**config.mk**
```make
export PLATFORM = sky130hd
export DESIGN_NAME = exc_mask_ovr
export DESIGN_NICKNAME = d
export VERILOG_FILES = /design/src/rtl/emo_pkg.sv /design/src/rtl/emo_access_dec.sv /design/src/rtl/emo_store.sv /design/src/rtl/emo_gate.sv /design/src/rtl/exc_mask_ovr.sv
export SDC_FILE = /design/constraint.sdc
export NUM_CORES = 1
export LEC_CHECK = 0
export ABC_AREA = 1
export BUFFER_PORTS_ARGS = -buffer_cell sky130_fd_sc_hd__buf_2
export CAP_MARGIN = 20
export CORE_UTILIZATION = 27
export CTS_CLUSTER_SIZE = 28
export DETAILED_ROUTE_END_ITERATION = 8
export GPL_TIMING_DRIVEN = 0
export PLACE_DENSITY_LB_ADDON = 0.05
export SKIP_CTS_REPAIR_TIMING = 1
export SYNTH_ARGS = -nofsm -noshare
export SYNTH_HDL_FRONTEND = slang
export SYNTH_SLANG_ARGS = --single-unit
```
**constraint.sdc**
```tcl
create_clock -name clk -period 1 [get_ports clk]
set_input_delay 0.05 -clock clk [delete_from_list [all_inputs] [get_ports clk]]
set_output_delay 0.05 -clock clk [all_outputs]
set_load 0.02 [all_outputs]
```
**src/rtl/emo_pkg.sv**
```systemverilog
`timescale 1ns/1ps
package emo_pkg;
   localparam int unsigned N_EXC  = 3;
   localparam int unsigned EX_FIQ = 0;
   localparam int unsigned EX_IRQ = 1;
   localparam int unsigned EX_ABT = 2;

   typedef struct packed {
      logic [2:0] op1;
      logic [3:0] crn;
      logic [3:0] crm;
      logic [2:0] op2;
   } cp_sel_t;

   typedef enum logic [1:0] {
      ACC_NONE = 2'd0,
      ACC_OK   = 2'd1,
      ACC_DENY = 2'd2
   } acc_kind_e;
endpackage

```
**src/rtl/emo_access_dec.sv**
```systemverilog
`timescale 1ns/1ps
module emo_access_dec
   import emo_pkg::*;
#(
   parameter logic [2:0] SEL_OP1 = 3'd0,
   parameter logic [3:0] SEL_CRN = 4'd1,
   parameter logic [3:0] SEL_CRM = 4'd1,
   parameter logic [2:0] SEL_OP2 = 3'd3
) (
   input  logic      valid,
   input  cp_sel_t   sel,
   input  logic      priv,
   input  logic      secure,
   output acc_kind_e kind
);
   localparam cp_sel_t MATCH = '{op1: SEL_OP1, crn: SEL_CRN, crm: SEL_CRM, op2: SEL_OP2};

   logic hit;
   assign hit = valid && (sel == MATCH);

   always_comb begin
      if (!hit)                kind = ACC_NONE;
      else if (priv && secure) kind = ACC_OK;
      else                     kind = ACC_DENY;
   end
endmodule

```
**src/rtl/emo_store.sv**
```systemverilog
`timescale 1ns/1ps
module emo_store
   import emo_pkg::*;
#(
   parameter int unsigned DATA_W  = 32,
   parameter int unsigned POS_FIQ = 6,
   parameter int unsigned POS_IRQ = 7,
   parameter int unsigned POS_ABT = 8
) (
   input  logic              clk,
   input  logic              rst_n,
   input  acc_kind_e         kind,
   input  logic              wr,
   input  logic [DATA_W-1:0] wdata,
   output logic [N_EXC-1:0]  ovr,
   output logic [DATA_W-1:0] rdata,
   output logic              undef
);
   localparam int unsigned POS [N_EXC] = '{POS_FIQ, POS_IRQ, POS_ABT};

   logic [N_EXC-1:0]  wr_bits;
   logic [DATA_W-1:0] rd_word;

   for (genvar gi = 0; gi < N_EXC; gi++) begin : g_field
      assign wr_bits[gi] = wdata[POS[gi]];
   end

   always_comb begin
      rd_word = '0;
      for (int i = 0; i < N_EXC; i++) rd_word[POS[i]] = ovr[i];
   end

   always_ff @(posedge clk) begin
      if (!rst_n) begin
         ovr   <= '0;
         rdata <= '0;
         undef <= 1'b0;
      end else begin
         undef <= (kind == ACC_DENY);
         rdata <= '0;
         if (kind == ACC_OK) begin
            if (wr) ovr   <= wr_bits;
            else    rdata <= rd_word;
         end
      end
   end
endmodule

```
**src/rtl/emo_gate.sv**
```systemverilog
`timescale 1ns/1ps
module emo_gate (
   input  logic pend,
   input  logic mask,
   input  logic route,
   input  logic ovr,
   input  logic nonsec,
   output logic take
);
   logic bypass;
   assign bypass = nonsec & route & ovr;
   assign take   = pend & (~mask | bypass);
endmodule

```
**src/rtl/exc_mask_ovr.sv**
```systemverilog
`timescale 1ns/1ps
module exc_mask_ovr
   import emo_pkg::*;
#(
   parameter int unsigned DATA_W  = 32,
   parameter int unsigned POS_FIQ = 6,
   parameter int unsigned POS_IRQ = 7,
   parameter int unsigned POS_ABT = 8,
   parameter logic [2:0]  SEL_OP1 = 3'd0,
   parameter logic [3:0]  SEL_CRN = 4'd1,
   parameter logic [3:0]  SEL_CRM = 4'd1,
   parameter logic [2:0]  SEL_OP2 = 3'd3
) (
   input  logic              clk,
   input  logic              rst_n,
   input  logic              acc_valid,
   input  logic              acc_write,
   input  logic [2:0]        acc_op1,
   input  logic [3:0]        acc_crn,
   input  logic [3:0]        acc_crm,
   input  logic [2:0]        acc_op2,
   input  logic [DATA_W-1:0] acc_wdata,
   input  logic              acc_priv,
   input  logic              sec_state,
   output logic [DATA_W-1:0] acc_rdata,
   output logic              acc_undef,
   input  logic              rte_irq,
   input  logic              rte_fiq,
   input  logic              rte_abt,
   input  logic              msk_irq,
   input  logic              msk_fiq,
   input  logic              msk_abt,
   input  logic              pend_irq,
   input  logic              pend_fiq,
   input  logic              pend_abt,
   output logic              take_irq,
   output logic              take_fiq,
   output logic              take_abt
);
   if (POS_FIQ >= DATA_W || POS_IRQ >= DATA_W || POS_ABT >= DATA_W) begin : g_bad_pos
      $error("exc_mask_ovr: override position outside data word");
   end
   if (POS_FIQ == POS_IRQ || POS_FIQ == POS_ABT || POS_IRQ == POS_ABT) begin : g_dup_pos
      $error("exc_mask_ovr: override positions must differ");
   end

   cp_sel_t          sel;
   acc_kind_e        kind;
   logic [N_EXC-1:0] ovr_q;
   logic [N_EXC-1:0] pend_v, mask_v, route_v, take_v;

   assign sel = '{op1: acc_op1, crn: acc_crn, crm: acc_crm, op2: acc_op2};

   emo_access_dec #(
      .SEL_OP1(SEL_OP1), .SEL_CRN(SEL_CRN), .SEL_CRM(SEL_CRM), .SEL_OP2(SEL_OP2)
   ) u_dec (
      .valid (acc_valid),
      .sel   (sel),
      .priv  (acc_priv),
      .secure(sec_state),
      .kind  (kind)
   );

   emo_store #(
      .DATA_W(DATA_W), .POS_FIQ(POS_FIQ), .POS_IRQ(POS_IRQ), .POS_ABT(POS_ABT)
   ) u_store (
      .clk  (clk),
      .rst_n(rst_n),
      .kind (kind),
      .wr   (acc_write),
      .wdata(acc_wdata),
      .ovr  (ovr_q),
      .rdata(acc_rdata),
      .undef(acc_undef)
   );

   assign pend_v  = {pend_abt, pend_irq, pend_fiq};
   assign mask_v  = {msk_abt,  msk_irq,  msk_fiq};
   assign route_v = {rte_abt,  rte_irq,  rte_fiq};

   for (genvar gi = 0; gi < N_EXC; gi++) begin : g_gate
      emo_gate u_gate (
         .pend  (pend_v[gi]),
         .mask  (mask_v[gi]),
         .route (route_v[gi]),
         .ovr   (ovr_q[gi]),
         .nonsec(~sec_state),
         .take  (take_v[gi])
      );
   end

   assign take_fiq = take_v[EX_FIQ];
   assign take_irq = take_v[EX_IRQ];
   assign take_abt = take_v[EX_ABT];
endmodule

```
After elaboration in Yosys (flattened, before gate mapping)
Cells that the tools add are included.

word-level totals
  bits in registers = 36
  input bits = 61
  output and inout bits = 36

cells by class
  equality and inequality tests = 3
  mux-type cells = 2
  bitwise operators = 18
  reductions and logical operators = 5

operator list
  cell                 number
  $eq 14x8->1 const B  1
  $and 1x1->1          9
  $not 1->1            6
  $mux 2               2
  $reduce_and 2->1     2
  $or 1x1->1           3
  $reduce_or 3->1      1
  $eq 2x1->1 const B   1
  $eq 2x2->1 const B   1
  $logic_and 1x1->1    2

Depth between registers and ports, before layout
Gate-level depths: netlist of run 1.

  depth after elaboration = 6
  mapped depth = 8
  depth with buffers taken out = 8

Hierarchy
Synthesis of run 1 repeated with hierarchy kept, for this count alone.

unflattened totals
  cells, all modules = 90
  area total of the unflattened synthesis = 589.3 um^2

by module, submodules not included
  module          instances  cells each  area an instance (um^2)
  emo_store       1          61          460.4
  emo_access_dec  1          19          72.6
  emo_gate        3          3           17.5
  exc_mask_ovr    1          1           3.8

Worst setup path before layout of run 1
Ideal clock, no wire load.

  kind = reg2out
  from = reg u_store.ovr[2]
  to = out take_abt
  data arrival time = 869 ps
  required time = 950 ps
  setup slack = 81 ps
  cell stages (with the launch flop) = 3
  buffers on the path = 0
  path through = dfxtp_1 nand3_1 a21boi_0

between the ends
  word-level cells in the longest chain between the ends = 3

ends and longest elaborated chain
  item                    RTL line            RTL
  start, declared         emo_store.sv:15     output logic [N_EXC-1:0] ovr,
  start signal, assigned  emo_store.sv:42     if (wr) ovr <= wr_bits;
  $and 1x1->1             emo_gate.sv:11      assign bypass = nonsec & route & ovr;
  $or 1x1->1              emo_gate.sv:12      assign take = pend & (~mask | bypass);
  $and 1x1->1             emo_gate.sv:12
  end, declared           exc_mask_ovr.sv:38  output logic take_abt

No other way between the ends.

Worst setup path in the final report of run 1
  from = reg u_store.ovr[0]
  to = out take_fiq

between the ends
  word-level cells in the longest chain between the ends = 3

ends and longest elaborated chain
  item           RTL line            RTL
  $and 1x1->1    emo_gate.sv:11
  $or 1x1->1     emo_gate.sv:12
  $and 1x1->1    emo_gate.sv:12
  end, declared  exc_mask_ovr.sv:37  output logic take_fiq,

No other way between the ends.

==> results of run 1 <==
==> final cells by class <==
| type | count | area share, % |
|---|---|---|
| Multi-Input combinational cell | 67 | 33.2 |
| Buffer | 29 | 22.3 |
| Timing Repair Buffer | 38 | 20.6 |
| Sequential cell | 7 | 14.7 |
| Tap cell | 27 | 3.46 |
| Inverter | 8 | 3.07 |
| Clock buffer | 4 | 2.69 |
==> where the power goes <==
| part | switching (mW) | leakage (nW) | total [mW] | internal, mW |
|---|---|---|---|---|
| Clock | 0.0987 | 0.0150 | 0.251 | 0.152 |
| Combinational | 0.159 | 0.529 | 0.298 | 0.138 |
| Sequential | 0.000000915 | 0.0579 | 0.279 | 0.279 |
==> state kept, by name, indices dropped and copies added (netlist names) <==
name and cells:
u_store.undef 1, u_store.ovr 3, u_store.rdata 3
==> Yosys cell counts <==
cell type  number  area share [%]
conb_1          1            0.63
nor3_1          1            0.84
nand2_1        11             7.0
nand4_1         1             1.1
buf_4          29              37
nor2_4          2             3.8
nor2_2          1             1.1
nand3_1         4             3.4
nand4_4         1             3.6
inv_1           8             5.1
nor2_1         13             8.2
nand3b_1        1             1.3
dfxtp_1         7              24
a21boi_0        3             3.8
==> metrics by stage <==
stage / instance area, sq um / setup WS (ns) / util (%) / setup TNS (ns)
after detailed placement: 922 / 0.0867 / 45.6 / 0
final: 977 / -0.0109 / 48.3 / -0.0213
after floorplan: 698 / 0.0810 / - / 0
after global routing: 977 / -0.0759 / 48.3 / -0.184
after CTS: 948 / -0.0568 / 46.9 / -0.126
after global placement: 922 / 0.0911 / 45.6 / 0
==> logic make-up after synthesis <==
group / count (synthesis) / synth area share [%]
AO/OA/AOI/OAI: 3 / 3.80
buffers and inverters: 37 / 41.8
flip-flops: 7 / 23.6
other: 1 / 0.632
AND/OR/NAND/NOR: 35 / 30.2
==> tightest hold or removal path, delay by kind of cell <==
kind | cells | cell delay (ns)
and+or+nand+nor | 2 | 0.11
buffers and inverters | 1 | 0.07
==> routing by layer <==
layer	track usage (%)	routed length (um)	vias to the layer above
met5	0	0	-
li1	-	-	335
met2	19.0	673	37
met4	3.92	15	0
met1	8.63	447	229
met3	7.17	162	2
==> placed cells by master (no fill, tap or decap) <==
| cell type | n |
|---|---|
| dfxtp_1 | 4 |
| buf_4 | 31 |
| nor2_4 | 2 |
| buf_2 | 35 |
| a21boi_1 | 2 |
| conb_1 | 29 |
| nor2_2 | 1 |
| nand3b_1 | 1 |
| nand4_1 | 1 |
| nand3_1 | 2 |
| nand4_4 | 1 |
| nand2_1 | 11 |
| nand3_2 | 2 |
| a21boi_2 | 1 |
| nor3_1 | 1 |
| nor2_1 | 13 |
| clkbuf_1 | 1 |
| dfxtp_2 | 3 |
| clkbuf_4 | 3 |
| inv_1 | 8 |
| buf_6 | 1 |
==> how the worst max path moves through the flow <==
stage / to / depth (start not counted)
final: take_fiq / 3
after detailed placement: u_store.ovr[0] / 8
after CTS: take_abt / 3
after floorplan: take_abt / 2
after global placement: u_store.ovr[0] / 7
after global routing: take_fiq / 3
==> results by group, run 1 <==
Status
  – Status: finished, violations left
  – Failing checks: negative setup slack

Final layout
  – Filler instances: 213
  – Nets: 215
  – Sequential Area: about 140 sq um
  – P&R area growth vs syn: 64.8%
  – Ant diodes: 0
  – Final std cells w/o fill: 180
  – Fraction of layout cells with a size suffix above 1: 52.3%
  – Area of the multi-input gates: 324 sq um

Detailed routing
  – DRT Pass-1 Iters: 4
  – DR vias: 603
  – Via/cell ratio: 3.35
  – DRT iter0 DRCs: 5
  – Antenna Nets Post-Route: 0
  – Final WL: between 1 and 1.5 mm
  – Drc violations: 0
  – DR WL/cell: 7.22 um

Timing
  – Setup-failing EPs final: 2
  – Max Clock Freq: 989 MHz
  – Fin crit share: 101%
  – Final Skew: between 0.001 and 0.0015 ns
  – Final hold viol count: 0
  – Final Max Tran Viols: 0
  – RSZ-0062 raised after global routing: true
  – Time the worst path needs with I/O delays and setup: 1.01 ns
  – Final setup margin: -0.0109 ns
  – Hold WS: 0.0272 ns

Hold path
  – Worst Hold Depth: 3
  – Hold Path Origin: acc_wdata[8]
  – HP Class: primary input to flop
  – Hold-critical path endpoint: u_store.ovr[2]

Setup path
  – FF-to-FF setup slack: about 0.35 ns
  – Reg2reg start: u_store.ovr[0]
  – Crit path buffers/inverters: 1
  – CP arrival: 0.96 ns
  – CP Capture Type: output port
  – Worst R2R End: u_store.ovr[0]
  – Req. time, crit path: 0.95 ns
  – CP peak stage delay: 0.33 ns
  – Crit path launch: u_store.ovr[0]
  – Max stage delay cell, worst path: dfxtp_2
  – Crit-path cells: nand3_2 > a21boi_1 > buf_4
  – Delay-heaviest family, CP: flip-flops
  – Worst Reg-to-Reg Cells: 4
  – CP startpoint kind: flop
  – Max Fanout on Critical Path: 2
  – Critical path class: flop to output port

Synth
  – Library cells used by synthesis: 14
  – Syn Area/Cell: just over 7 sq um
  – Post-Syn Area: between 500 and 600 sq um
  – Post-synthesis sequential area ratio: 23.6%
  – Syn Inst Count: 83
  – Syn. warnings: 0
  – Yosys reg bits: 7

Global route
  – Vias in the first global route: 520
  – Remaining global-route overflow: 0
  – Largest net degree at the start of global routing: 7
  – Total GRT Usage: slightly above 10%
  – Global-route wire length before repair: 1.93 mm
  – Initial antenna violation count: 0

Place
  – Routability cong.: 0.749
  – Detail Placement HPWL: 1.05 mm
  – Cell Count Post-Placement: around 180
  – PortBufs: 38

Die
  – CORE AREA: 0.00202 sq mm
  – Chip Height: 48.9 um
  – Die Width: 48.9 um
  – Std-Cell Rows: 16
  – Die Area: around 0.0024 sq mm
  – I/O pin cnt: 97
  – Initial core utilization: 29.3%

Clocking
  – Clock Tree Buf Depth: 2
  – Worst-path clk slew: 0.05 ns
  – CTS Sinks: 7
  – CTS buffer count: 3
  – CTS tree: yes
  – Clock latency on the worst-skew pair: 0.25 ns
  – Clk root buf: clkbuf_4
  – H-tree depth: 1

Power
  – VDD IR max: 0.000547 V
  – Power per Cell Area: 847 mW/mm^2
  – Overall Power: 828 uW
  – Leakage: 0.602 nW

Run
  – Max Cap Viol: 0
(Power assumes the default switching activity.)
==> inputs of run 2 (changes only) <==
--- a/config.mk
+++ b/config.mk
@@ -8,7 +8,7 @@
 export ABC_AREA = 1
 export BUFFER_PORTS_ARGS = -buffer_cell sky130_fd_sc_hd__buf_2
 export CAP_MARGIN = 20
-export CORE_UTILIZATION = 27
+export CORE_UTILIZATION = 25
 export CTS_CLUSTER_SIZE = 28
 export DETAILED_ROUTE_END_ITERATION = 8
 export GPL_TIMING_DRIVEN = 0
==> constraint.sdc (replaced) <==
create_clock -name clk -period 0.85 [get_ports clk]
set_input_delay 0.0425 -clock clk [delete_from_list [all_inputs] [get_ports clk]]
set_output_delay 0.0425 -clock clk [all_outputs]
set_load 0.02 [all_outputs]
==> results by group, run 2 (synthesis gave the netlist of run 1 again) <==
Status
  – Status: finished, violations left
  – Failing checks: negative setup slack

Global route
  – Total GRT Usage: 9.33% (-1.0 points)
  – Remaining global-route overflow: 0 (unchanged)
  – Global-route wire length before repair: 1.79 mm (-6.8%)
  – Initial antenna violation count: 0 (unchanged)
  – Vias in the first global route: 492 (-5.4%)
  – Largest net degree at the start of global routing: 7 (unchanged)

Clocking
  – CTS buffer count: 3 (unchanged)
  – Worst-path clk slew: 0.05 ns (about the same)
  – H-tree depth: 1 (unchanged)
  – Clock Tree Buf Depth: 2 (unchanged)
  – Clk root buf: clkbuf_4
  – CTS tree: yes
  – CTS Sinks: 7 (unchanged)
  – Clock latency on the worst-skew pair: 0.25 ns (about the same)

Final layout
  – Nets: 215 (unchanged)
  – P&R area growth vs syn: 64.3%
  – Sequential Area: 144 sq um (unchanged)
  – Layout Utilization: 43.6% (-4.7 points)
  – Area of the multi-input gates: 324 sq um (unchanged)
  – Ant diodes: 0 (unchanged)
  – Final std cells w/o fill: 181 (+0.56%)
  – Largest registers: u_store.ovr x3, u_store.rdata x3, u_store.undef x1
  – Post-route cell area: 975 sq um (-0.26%)
  – Commonest non-fill, non-tap cells in the layout: buf_2, buf_4, conb_1
  – Fraction of layout cells with a size suffix above 1: 52.3% (unchanged)
  – Filler instances: 259 (+22%)
  – Most common cell after layout, fill and taps aside: buf_2

Hold path
  – HP Class: primary input to flop
  – Worst Hold Depth: 3 (unchanged)

Setup path
  – Worst Reg-to-Reg Cells: 4 (unchanged)
  – Critical path class: flop to output port
  – Req. time, crit path: 0.81 ns (-0.14 ns)
  – Max Fanout on Critical Path: 2 (unchanged)
  – CP arrival: 0.97 ns (about the same)
  – CP startpoint kind: flop
  – CP Capture Type: output port

Timing
  – Max Clock Freq: 984 MHz
  – Final setup margin: -0.166 ns (-0.155 ns)
  – Fin crit share: 120%
  – Setup-failing EPs final: 3 (+1)
  – Final hold viol count: 0 (unchanged)
  – RSZ-0062 raised after global routing: true
  – Final Max Tran Viols: 0 (unchanged)
  – Final Skew: 0.00202 ns (+0.000714 ns)
  – Time the worst path needs with I/O delays and setup: approximately 1.0 ns

Die
  – CORE AREA: 0.00223 sq mm (+10%)
  – Chip Height: 50.7 um (+3.8%)
  – Die Width: 50.7 um (+3.8%)
  – Std-Cell Rows: 17 (+1)
  – Die Area: 0.00257 sq mm (+7.7%)
  – Initial core utilization: 26.6% (-2.8 points)
  – I/O pin cnt: 97 (unchanged)

Detailed routing
  – Drc violations: 0 (unchanged)
  – DRT iter0 DRCs: 3 (-2)
  – DRT Pass-1 Iters: 3 (-1)
  – Met1 WL: 447 um (unchanged)
  – Met2 routed WL: 597 um (-11%)
  – DR WL/cell: 6.55 um (-9.3%)
  – Max Used Layer: met3
  – Routed wl met3: 140 um (-14%)
  – Via/cell ratio: 3.30 (-1.4%)
  – Final WL: 1.19 mm (-8.8%)
  – Antenna Nets Post-Route: 0 (unchanged)
  – DR vias: 598 (-0.83%)

Power
  – Power per Cell Area: 991 mW/mm^2 (+17%)
  – Leakage: 0.601 nW (-0.16%)
  – VDD IR max: 0.000644 V (+18%)

Place
  – Routability cong.: 0.716 (-4.3%)
  – Dpl cell area: 923 sq um (+0.14%)
  – Detail Placement HPWL: 1.06 mm (+0.38%)
  – Cell Count Post-Placement: 177 (+0.57%)
  – PortBufs: 38 (unchanged)

Run
  – Max Cap Viol: 0 (unchanged)
run 2: worst max-delay path, stage by stage (launching register included):
cell and delay, ns:
dfxtp_2 0.33, nand3_2 0.06, a21boi_1 0.17, buf_4 0.17
run 2: final cells by class:
cell class / instances / share of cell area (%)
buffer: 29 / 22.3
clock buffer: 4 / 2.70
inverter: 8 / 3.08
multi-input combinational: 67 / 33.2
sequential: 7 / 14.8
tap: 28 / 3.59
timing repair buffer: 38 / 20.3
run 2: path summary, 6_finish.rpt:
path | start | to | slack (ns)
worst max-delay path | u_store.ovr[1] | take_irq | -0.17
worst min-delay path | acc_wdata[7] | u_store.ovr[1] | 0.02
worst max register to register | u_store.ovr[0] | u_store.ovr[0] | 0.21
worst min register to register | u_store.ovr[2] | u_store.rdata[8] | 0.47
run 2: layer usage:
| layer | vias to the layer above | GRT usage (%) |
|---|---|---|
| met4 | 0 | 2.78 |
| met1 | 232 | 8.94 |
| met3 | 0 | 5.76 |
| li1 | 335 | - |
| met5 | - | 0 |
| met2 | 31 | 16.4 |
run 2: metrics by stage:
step                      power (mW)  hold slack (ns)  setup slack [ns]  TNS, ns
after global routing            1.02           0.0290            -0.211   -0.561
after CTS                      0.970           0.0188            -0.162   -0.458
after detailed placement       0.669            0.277           -0.0453   -0.130
after floorplan                0.588            0.163            0.0945        0
after global placement         0.668            0.270           -0.0554   -0.163
final                          0.966           0.0236            -0.166   -0.415
run 2: report_power, final:
part / leakage, nW / internal (mW) / total, mW / switching, mW
combinational: 0.528 / 0.161 / 0.347 / 0.186
clock: 0.0150 / 0.178 / 0.290 / 0.112
sequential: 0.0579 / 0.329 / 0.329 / 0.000000923
total: 0.601 / 0.668 / 0.966 / 0.297
